===== config.mk =====
export PLATFORM = sky130hd
export DESIGN_NAME = trp_unit
export DESIGN_NICKNAME = d
export VERILOG_FILES = /design/src/rtl/trp_pkg.sv /design/src/rtl/trp_check.sv /design/src/rtl/trp_update.sv /design/src/rtl/trp_unit.sv
export SDC_FILE = /design/constraint.sdc
export NUM_CORES = 1
export LEC_CHECK = 0
export ABC_AREA = 1
export CAP_MARGIN = 5
export CORE_AREA = 2 2 181 183
export DETAILED_ROUTE_END_ITERATION = 8
export DIE_AREA = 0 0 183 185
export PLACE_DENSITY_LB_ADDON = 0.25
export SETUP_SLACK_MARGIN = 0.4
export SYNTH_ARGS = -nofsm -noshare
export SYNTH_HDL_FRONTEND = slang
export SYNTH_SLANG_ARGS = --single-unit

===== constraint.sdc =====
create_clock -name clk -period 1.2 [get_ports clk]
set_clock_uncertainty 0.05 [all_clocks]
set_input_delay 0.18 -clock clk [delete_from_list [all_inputs] [get_ports clk]]
set_output_delay 0.18 -clock clk [all_outputs]
set_load 0.005 [all_outputs]

===== src/rtl/trp_pkg.sv =====
package trp_pkg;

    typedef enum logic { RET_SUP = 1'b0, RET_MACH = 1'b1 } ret_kind_t;

    localparam logic [1:0] LVL_USER = 2'd0;
    localparam logic [1:0] LVL_SUP  = 2'd1;
    localparam logic [1:0] LVL_MACH = 2'd3;

    typedef enum logic [4:0] {
        CAUSE_MISALIGN = 5'd0,
        CAUSE_ILLEGAL  = 5'd2,
        CAUSE_VIRTUAL  = 5'd22
    } cause_t;

    // Machine status word field positions
    localparam int ST_SIE   = 1;
    localparam int ST_MIE   = 3;
    localparam int ST_SPIE  = 5;
    localparam int ST_MPIE  = 7;
    localparam int ST_SPP   = 8;
    localparam int ST_MPP_L = 11;
    localparam int ST_MPP_H = 12;
    localparam int ST_TSR   = 22;

    // Hypervisor status word field positions
    localparam int HS_SPV  = 7;
    localparam int HS_VTSR = 22;

    typedef struct packed {
        logic       fault;
        cause_t     cause;
    } verdict_t;

    function automatic logic pc_misaligned(input logic [1:0] low_bits, input logic c_en);
        return !c_en && (low_bits != 2'b00);
    endfunction

endpackage


===== src/rtl/trp_check.sv =====
module trp_check
    import trp_pkg::*;
(
    input  ret_kind_t  kind,
    input  logic [1:0] priv,
    input  logic       virt,
    input  logic       tsr,
    input  logic       vtsr,
    input  logic [1:0] mpp,
    input  logic [1:0] pc_low,
    input  logic       c_en,
    input  logic       h_en,
    input  logic       prot_en,
    output verdict_t   verdict
);
    logic misal;
    assign misal = pc_misaligned(pc_low, c_en);

    always_comb begin
        verdict = '{fault: 1'b0, cause: CAUSE_MISALIGN};
        if (kind == RET_SUP) begin
            if (priv < LVL_SUP)
                verdict = '{fault: 1'b1, cause: CAUSE_ILLEGAL};
            else if (misal)
                verdict = '{fault: 1'b1, cause: CAUSE_MISALIGN};
            else if (tsr && priv < LVL_MACH)
                verdict = '{fault: 1'b1, cause: CAUSE_ILLEGAL};
            else if (h_en && virt && vtsr)
                verdict = '{fault: 1'b1, cause: CAUSE_VIRTUAL};
        end else begin
            if (priv != LVL_MACH)
                verdict = '{fault: 1'b1, cause: CAUSE_ILLEGAL};
            else if (misal)
                verdict = '{fault: 1'b1, cause: CAUSE_MISALIGN};
            else if (!prot_en && mpp != LVL_MACH)
                verdict = '{fault: 1'b1, cause: CAUSE_ILLEGAL};
        end
    end
endmodule


===== src/rtl/trp_update.sv =====
module trp_update
    import trp_pkg::*;
#(
    parameter int XLEN    = 64,
    parameter int MPV_POS = 39
) (
    input  ret_kind_t       kind,
    input  logic            virt,
    input  logic            h_en,
    input  logic [XLEN-1:0] ms,
    input  logic [XLEN-1:0] hs,
    output logic [XLEN-1:0] ms_n,
    output logic [XLEN-1:0] hs_n,
    output logic [1:0]      priv_n,
    output logic            virt_n,
    output logic            swap_n
);
    always_comb begin
        ms_n   = ms;
        hs_n   = hs;
        virt_n = virt;
        swap_n = 1'b0;
        if (kind == RET_SUP) begin
            ms_n[ST_SIE]  = ms[ST_SPIE];
            ms_n[ST_SPIE] = 1'b1;
            ms_n[ST_SPP]  = 1'b0;
            priv_n        = {1'b0, ms[ST_SPP]};
            if (h_en && !virt) begin
                virt_n       = hs[HS_SPV];
                swap_n       = hs[HS_SPV];
                hs_n[HS_SPV] = 1'b0;
            end
        end else begin
            ms_n[ST_MIE]            = ms[ST_MPIE];
            ms_n[ST_MPIE]           = 1'b1;
            ms_n[ST_MPP_H:ST_MPP_L] = LVL_USER;
            ms_n[MPV_POS]           = 1'b0;
            priv_n                  = ms[ST_MPP_H:ST_MPP_L];
            if (h_en) begin
                virt_n = ms[MPV_POS];
                swap_n = ms[MPV_POS];
            end
        end
    end
endmodule


===== src/rtl/trp_unit.sv =====
module trp_unit
    import trp_pkg::*;
#(
    parameter int XLEN    = 64,
    parameter int MPV_POS = 39
) (
    input  logic            clk,
    input  logic            rst,
    input  logic            req_i,
    input  logic            kind_i,
    input  logic [1:0]      priv_i,
    input  logic            virt_i,
    input  logic [XLEN-1:0] mstatus_i,
    input  logic [XLEN-1:0] hstatus_i,
    input  logic [XLEN-1:0] sepc_i,
    input  logic [XLEN-1:0] mepc_i,
    input  logic            c_en_i,
    input  logic            h_en_i,
    input  logic            prot_en_i,
    output logic            done_o,
    output logic            exc_o,
    output logic [4:0]      cause_o,
    output logic [1:0]      priv_o,
    output logic            virt_o,
    output logic [XLEN-1:0] mstatus_o,
    output logic [XLEN-1:0] hstatus_o,
    output logic [XLEN-1:0] pc_o,
    output logic            swap_o
);
    localparam int PC_LSBS = 2;

    ret_kind_t       kind;
    logic [XLEN-1:0] ret_pc;
    verdict_t        verdict;
    logic [XLEN-1:0] ms_n, hs_n;
    logic [1:0]      priv_n;
    logic            virt_n, swap_n;
    ret_kind_t       kind_q;

    assign kind   = ret_kind_t'(kind_i);
    assign ret_pc = (kind == RET_MACH) ? mepc_i : sepc_i;

    trp_check u_check (
        .kind    (kind),
        .priv    (priv_i),
        .virt    (virt_i),
        .tsr     (mstatus_i[ST_TSR]),
        .vtsr    (hstatus_i[HS_VTSR]),
        .mpp     (mstatus_i[ST_MPP_H:ST_MPP_L]),
        .pc_low  (ret_pc[PC_LSBS-1:0]),
        .c_en    (c_en_i),
        .h_en    (h_en_i),
        .prot_en (prot_en_i),
        .verdict (verdict)
    );

    trp_update #(.XLEN(XLEN), .MPV_POS(MPV_POS)) u_update (
        .kind   (kind),
        .virt   (virt_i),
        .h_en   (h_en_i),
        .ms     (mstatus_i),
        .hs     (hstatus_i),
        .ms_n   (ms_n),
        .hs_n   (hs_n),
        .priv_n (priv_n),
        .virt_n (virt_n),
        .swap_n (swap_n)
    );

    always_ff @(posedge clk) begin
        if (rst) begin
            done_o    <= 1'b0;
            exc_o     <= 1'b0;
            swap_o    <= 1'b0;
            cause_o   <= '0;
            priv_o    <= LVL_MACH;
            virt_o    <= 1'b0;
            mstatus_o <= '0;
            hstatus_o <= '0;
            pc_o      <= '0;
            kind_q    <= RET_SUP;
        end else begin
            done_o <= req_i && !verdict.fault;
            exc_o  <= req_i && verdict.fault;
            swap_o <= req_i && !verdict.fault && swap_n;
            if (req_i) begin
                kind_q  <= kind;
                cause_o <= verdict.fault ? verdict.cause : 5'd0;
                pc_o    <= ret_pc;
                if (verdict.fault) begin
                    priv_o    <= priv_i;
                    virt_o    <= virt_i;
                    mstatus_o <= mstatus_i;
                    hstatus_o <= hstatus_i;
                end else begin
                    priv_o    <= priv_n;
                    virt_o    <= virt_n;
                    mstatus_o <= ms_n;
                    hstatus_o <= hs_n;
                end
            end
        end
    end

    // Outcome is exactly one of completion or fault after a request
    assert_one_outcome_R2: assert property (@(posedge clk) disable iff (rst)
        req_i |=> $onehot({done_o, exc_o}));
    assert_idle_quiet_R2: assert property (@(posedge clk) disable iff (rst)
        !req_i |=> !done_o && !exc_o && !swap_o);
    assert_user_sret_R3: assert property (@(posedge clk) disable iff (rst)
        req_i && kind == RET_SUP && priv_i == LVL_USER |=> exc_o && cause_o == 5'd2);
    assert_mret_priv_R9: assert property (@(posedge clk) disable iff (rst)
        req_i && kind == RET_MACH && priv_i != LVL_MACH |=> exc_o && cause_o == 5'd2);
    assert_mret_fields_R10: assert property (@(posedge clk) disable iff (rst)
        done_o && kind_q == RET_MACH |-> mstatus_o[ST_MPIE] && mstatus_o[ST_MPP_H:ST_MPP_L] == 2'd0
                                          && !mstatus_o[MPV_POS]);
    assert_sret_fields_R7: assert property (@(posedge clk) disable iff (rst)
        done_o && kind_q == RET_SUP |-> mstatus_o[ST_SPIE] && !mstatus_o[ST_SPP] && priv_o != LVL_MACH);
    assert_no_swap_on_fault_R13: assert property (@(posedge clk) disable iff (rst)
        exc_o |-> !swap_o);
    assert_reset_clear_R1: assert property (@(posedge clk)
        $past(rst) |-> !done_o && !exc_o && !swap_o);
endmodule


==> results_tabular.tex <==
\begin{tabular}{lr}
\hline
Metric & Value \\
\hline
\multicolumn{2}{l}{\textbf{Run status}} \\
Run status & completed \\
\multicolumn{2}{l}{\textbf{CTS}} \\
Hold-fix buffers, CTS & 0 \\
CTS tree & done \\
Clk sinks & 200 \\
Maximum root-to-sink buffer count & 2 \\
Clock-pin transition on the worst setup and hold timing paths & about 0.070 ns \\
Clock Root Buffer & sky130\_fd\_sc\_hd\_\_clkbuf\_16 \\
Cts bufs inserted & 17 \\
Clock latency on the worst-skew pair & about 0.43 ns \\
Number of H-tree levels & 4 \\
\multicolumn{2}{l}{\textbf{Final layout}} \\
Core utilization of the finished layout & 45.6\% \\
Number of fill cells in the layout & approximately 3200 \\
Most common library cell in the layout ignoring fill and taps & sky130\_fd\_sc\_hd\_\_clkdlybuf4s50\_1 \\
Fraction of final layout cells with drive strength greater than 1 & 35.8\% \\
Sequential cell area & 4260 um2 \\
Net total in the final layout & 1822 \\
Commonest cells after routing, fill and taps aside & sky130\_fd\_sc\_hd\_\_clkdlybuf4s50\_1 (249), sky130\_fd\_sc\_hd\_\_nor2\_1 (245), sky130\_fd\_sc\_hd\_\_dfxtp\_2 (198) \\
Post-route cell area & 14600 um2 \\
Relative area change from synthesis to final layout & 85.3\% \\
Footprint of the multi-input gates & 3350 um2 \\
\multicolumn{2}{l}{\textbf{Routing}} \\
Initial DRC Count & 338 \\
DR DRC count & 0 \\
Number of nets with antenna violations after detailed routing & 0 \\
Detailed-routing iteration count for the pre-antenna-repair pass & 4 \\
Total via count in the routed design & 8829 \\
Mean number of vias per cell & 4.46 \\
Post-Route WL & 32300 um \\
Post-detailed-route wirelength per cell & $\sim$16 um \\
\multicolumn{2}{l}{\textbf{GRT}} \\
Overall Global Routing Usage & 17.9\% \\
Number of antenna violations at the first check in global routing & 4 \\
Largest net degree at the start of global routing & between 50 and 60 \\
Global-route wire length before repair & roughly 47000 um \\
Number of global-route vias before repair & 8613 \\
GR Overflow Total & 0 \\
\multicolumn{2}{l}{\textbf{Floorplanning}} \\
Die footprint & about 34000 um2 \\
Starting Density & 24.6\% \\
Horiz. Die Dim & 183 um \\
Die height & 185 um \\
Row count & 66 \\
Core Region & 32000 um2 \\
I/O pins & 469 \\
\multicolumn{2}{l}{\textbf{Critical path}} \\
Setup crit end kind & primary output \\
R2R Setup Slk & 0.29 ns \\
Slowest stage cell on the critical path & sky130\_fd\_sc\_hd\_\_dfxtp\_4 \\
Cells along the critical path & buf\_6 \\
Endpoint of the lowest-slack register-to-register path & pc\_o[6] \\
Worst reg2reg path startpoint & pc\_o[6] \\
Worst Path Arrival & slightly above 0.9 ns \\
Longest individual stage delay on the worst path & 0.37 ns \\
Cell type group with the largest total delay on the critical path & flip-flops \\
Peak fanout along the critical path & 3 \\
Worst Reg2Reg Path Length in Cells & 4 \\
Data required time at the worst endpoint & 0.97 ns \\
Critical Setup Path Class & reg -> out \\
Crit start category & register \\
Stages on the worst setup path & 1 \\
Critical path buffers and inverters & 1 \\
\multicolumn{2}{l}{\textbf{Pwr}} \\
Leakage component of the power & 6.77 nW \\
Power density over the cells & 1140 nW/um2 \\
Peak ir drop on the vdd network & 0.709 mV \\
\multicolumn{2}{l}{\textbf{Timing}} \\
Minimum period implied by the final worst setup slack & about 1.1 ns \\
Setup-violating endpoint count in the final report & 0 \\
Final setup margin & roughly 0.055 ns \\
Hold Vio Cnt, Final & 0 \\
Setup repair after global routing missed its margin & true \\
Post-route clock period utilization & between 90\% and 100\% \\
Max Freq & 0.873 GHz \\
Max Slew Vio Count & 0 \\
\multicolumn{2}{l}{\textbf{Yosys}} \\
Main combinational cell family by area after synthesis & simple AND/OR/NAND/NOR gates \\
Share of the yosys chip area belonging to registers & $\sim$51\% \\
Synthesized area & between 7000 and 8000 um2 \\
Parity-gate share of the synthesized area counting xor and xnor cells & 0\% \\
Multiplexer area fraction after synthesis & 0\% \\
Adder-cell area share of the yosys netlist & 0\% \\
Flops \& latches, synth & 200 \\
Syn avg cell area & roughly 7.4 um2 \\
Unique masters post-synth & 24 \\
Total number of yosys warnings & 0 \\
Compound-Gate Fraction of Synth Area & 15.6\% \\
Simple-gate share of the synthesized area & 25.1\% \\
Gate Count Post-Synth & 1061 \\
\multicolumn{2}{l}{\textbf{Hold path}} \\
Worst hold path cell count & 4 \\
Capture endpoint of the worst hold path & priv\_o[0] \\
Worst Hold Launch & priv\_i[0] \\
Min-Delay Path Class & in -> reg \\
\multicolumn{2}{l}{\textbf{Placed design}} \\
Count of port buffers added during placement & around 470 \\
Final RePlAce weighted congestion & 0.806 \\
Half-perimeter wire length after placement & 24000 um \\
Worst Setup Slack post-DPL & -0.531 ns \\
Post-Place Cell Area & 13300 um2 \\
\multicolumn{2}{l}{\textbf{Run}} \\
Maximum capacitance violations & 0 \\
\hline
\end{tabular}
[cell usage after synthesis]
cell / number / area, um2
sky130_fd_sc_hd__a21oi_1: 14 / 70.1
sky130_fd_sc_hd__buf_2: 37 / 185
sky130_fd_sc_hd__nor2_1: 250 / 938
sky130_fd_sc_hd__buf_1: 1 / 3.75
sky130_fd_sc_hd__dfxtp_1: 200 / 4000
sky130_fd_sc_hd__nor3_1: 2 / 10.0
sky130_fd_sc_hd__a31oi_1: 2 / 12.5
sky130_fd_sc_hd__nor3_2: 1 / 10.0
sky130_fd_sc_hd__clkbuf_1: 38 / 143
sky130_fd_sc_hd__buf_4: 5 / 37.5
sky130_fd_sc_hd__a21oi_2: 1 / 8.76
sky130_fd_sc_hd__nand4_1: 2 / 12.5
sky130_fd_sc_hd__nand3_1: 69 / 345
sky130_fd_sc_hd__inv_1: 76 / 285
sky130_fd_sc_hd__inv_6: 1 / 8.76
sky130_fd_sc_hd__nand2_4: 3 / 33.8
sky130_fd_sc_hd__o21ai_0: 131 / 656
sky130_fd_sc_hd__nand2_1: 156 / 586
sky130_fd_sc_hd__clkinv_1: 1 / 3.75
sky130_fd_sc_hd__buf_6: 1 / 11.3
sky130_fd_sc_hd__nand2_2: 4 / 25.0
sky130_fd_sc_hd__o211ai_1: 64 / 480
sky130_fd_sc_hd__nand3_4: 1 / 17.5
sky130_fd_sc_hd__conb_1: 1 / 3.75
[per-layer routing]
| layer | global-route usage (%) | vias up | wire length [um] | part of all wire (%) |
|---|---|---|---|---|
| met1 | 19.8 | 4063 | 12700 | 39 |
| met2 | 32.4 | 330 | 16200 | 50 |
| li1 | - | 4402 | - | - |
| met5 | 0 | - | 13 | 0.040 |
| met4 | 5.12 | 2 | 528 | 1.6 |
| met3 | 6.33 | 32 | 2930 | 9.1 |
[cell type report]
| type | count | share of cell area, % |
|---|---|---|
| antenna | 2 | 0.0342 |
| inverter | 78 | 2.14 |
| clock inverter | 10 | 0.573 |
| tap | 408 | 3.49 |
| clock buffer | 22 | 3.24 |
| multi-input combinational | 702 | 22.9 |
| sequential | 200 | 29.1 |
| timing repair buffer | 556 | 38.5 |
| timing repair inverter | 1 | 0.0342 |
[state kept, by name, summed over array words and instances, names as in the netlist]
signal	count
hstatus_o	64
mstatus_o	64
pc_o	64
cause_o	2
priv_o	2
done_o	1
exc_o	1
swap_o	1
virt_o	1
[timing repair]
action / in CTS / in global routing
buffers inserted: 10 / 14
pin swaps: 3 / 24
resized for setup: 1095 / 161
hold endpoints to repair: 0 / 0
cloned: 0 / 3
endpoints found under the setup margin: 401 / 401
[worst reg2reg max path, cell delays in order, from the launching register on]
cell	delay, ns
sky130_fd_sc_hd__dfxtp_2	0.33
sky130_fd_sc_hd__buf_6	0.11
sky130_fd_sc_hd__buf_6	0.10
sky130_fd_sc_hd__o211ai_1	0.16
sky130_fd_sc_hd__inv_1	0.05
[logic make-up after synthesis]
group	after synthesis
AOI/OAI and AO/OA	212
buffers and inverters	160
DFF	200
other	1
and+or+nand+nor	488
[how the worst max path moves through the flow]
stage,startpoint,to,slack (ns)
6_report,cause_o[2],cause_o[4],0.05
5_1_grt,cause_o[2],cause_o[2],0.02
4_1_cts,cause_o[2],cause_o[2],0.01
3_5_place_dp,priv_i[0],virt_o,-0.53
3_3_place_gp,priv_i[0],virt_o,-0.53
2_1_floorplan,kind_i,virt_o,0.04
[power breakdown]
part / switching [mW] / internal [mW]
combinational: 1.40 / 2.12
clock: 2.73 / 2.87
sequential: 0.302 / 7.20
total: 4.43 / 12.2
[through the flow]
step | TNS, ns | hold slack [ns] | instances | power [mW]
5_1_grt | 0 | 0.0584 | 1978 | 17.4
3_5_place_dp | -58.96 | 0.412 | 1918 | 10.9
6_report | 0 | 0.0547 | 1979 | 16.6
2_1_floorplan | 0 | 0.243 | 1062 | 8.61
3_3_place_gp | -56.37 | 0.410 | 1918 | 10.9
4_1_cts | 0 | 0.132 | 1960 | 16.5
No activity file was read; power rests on OpenSTA's default activity.
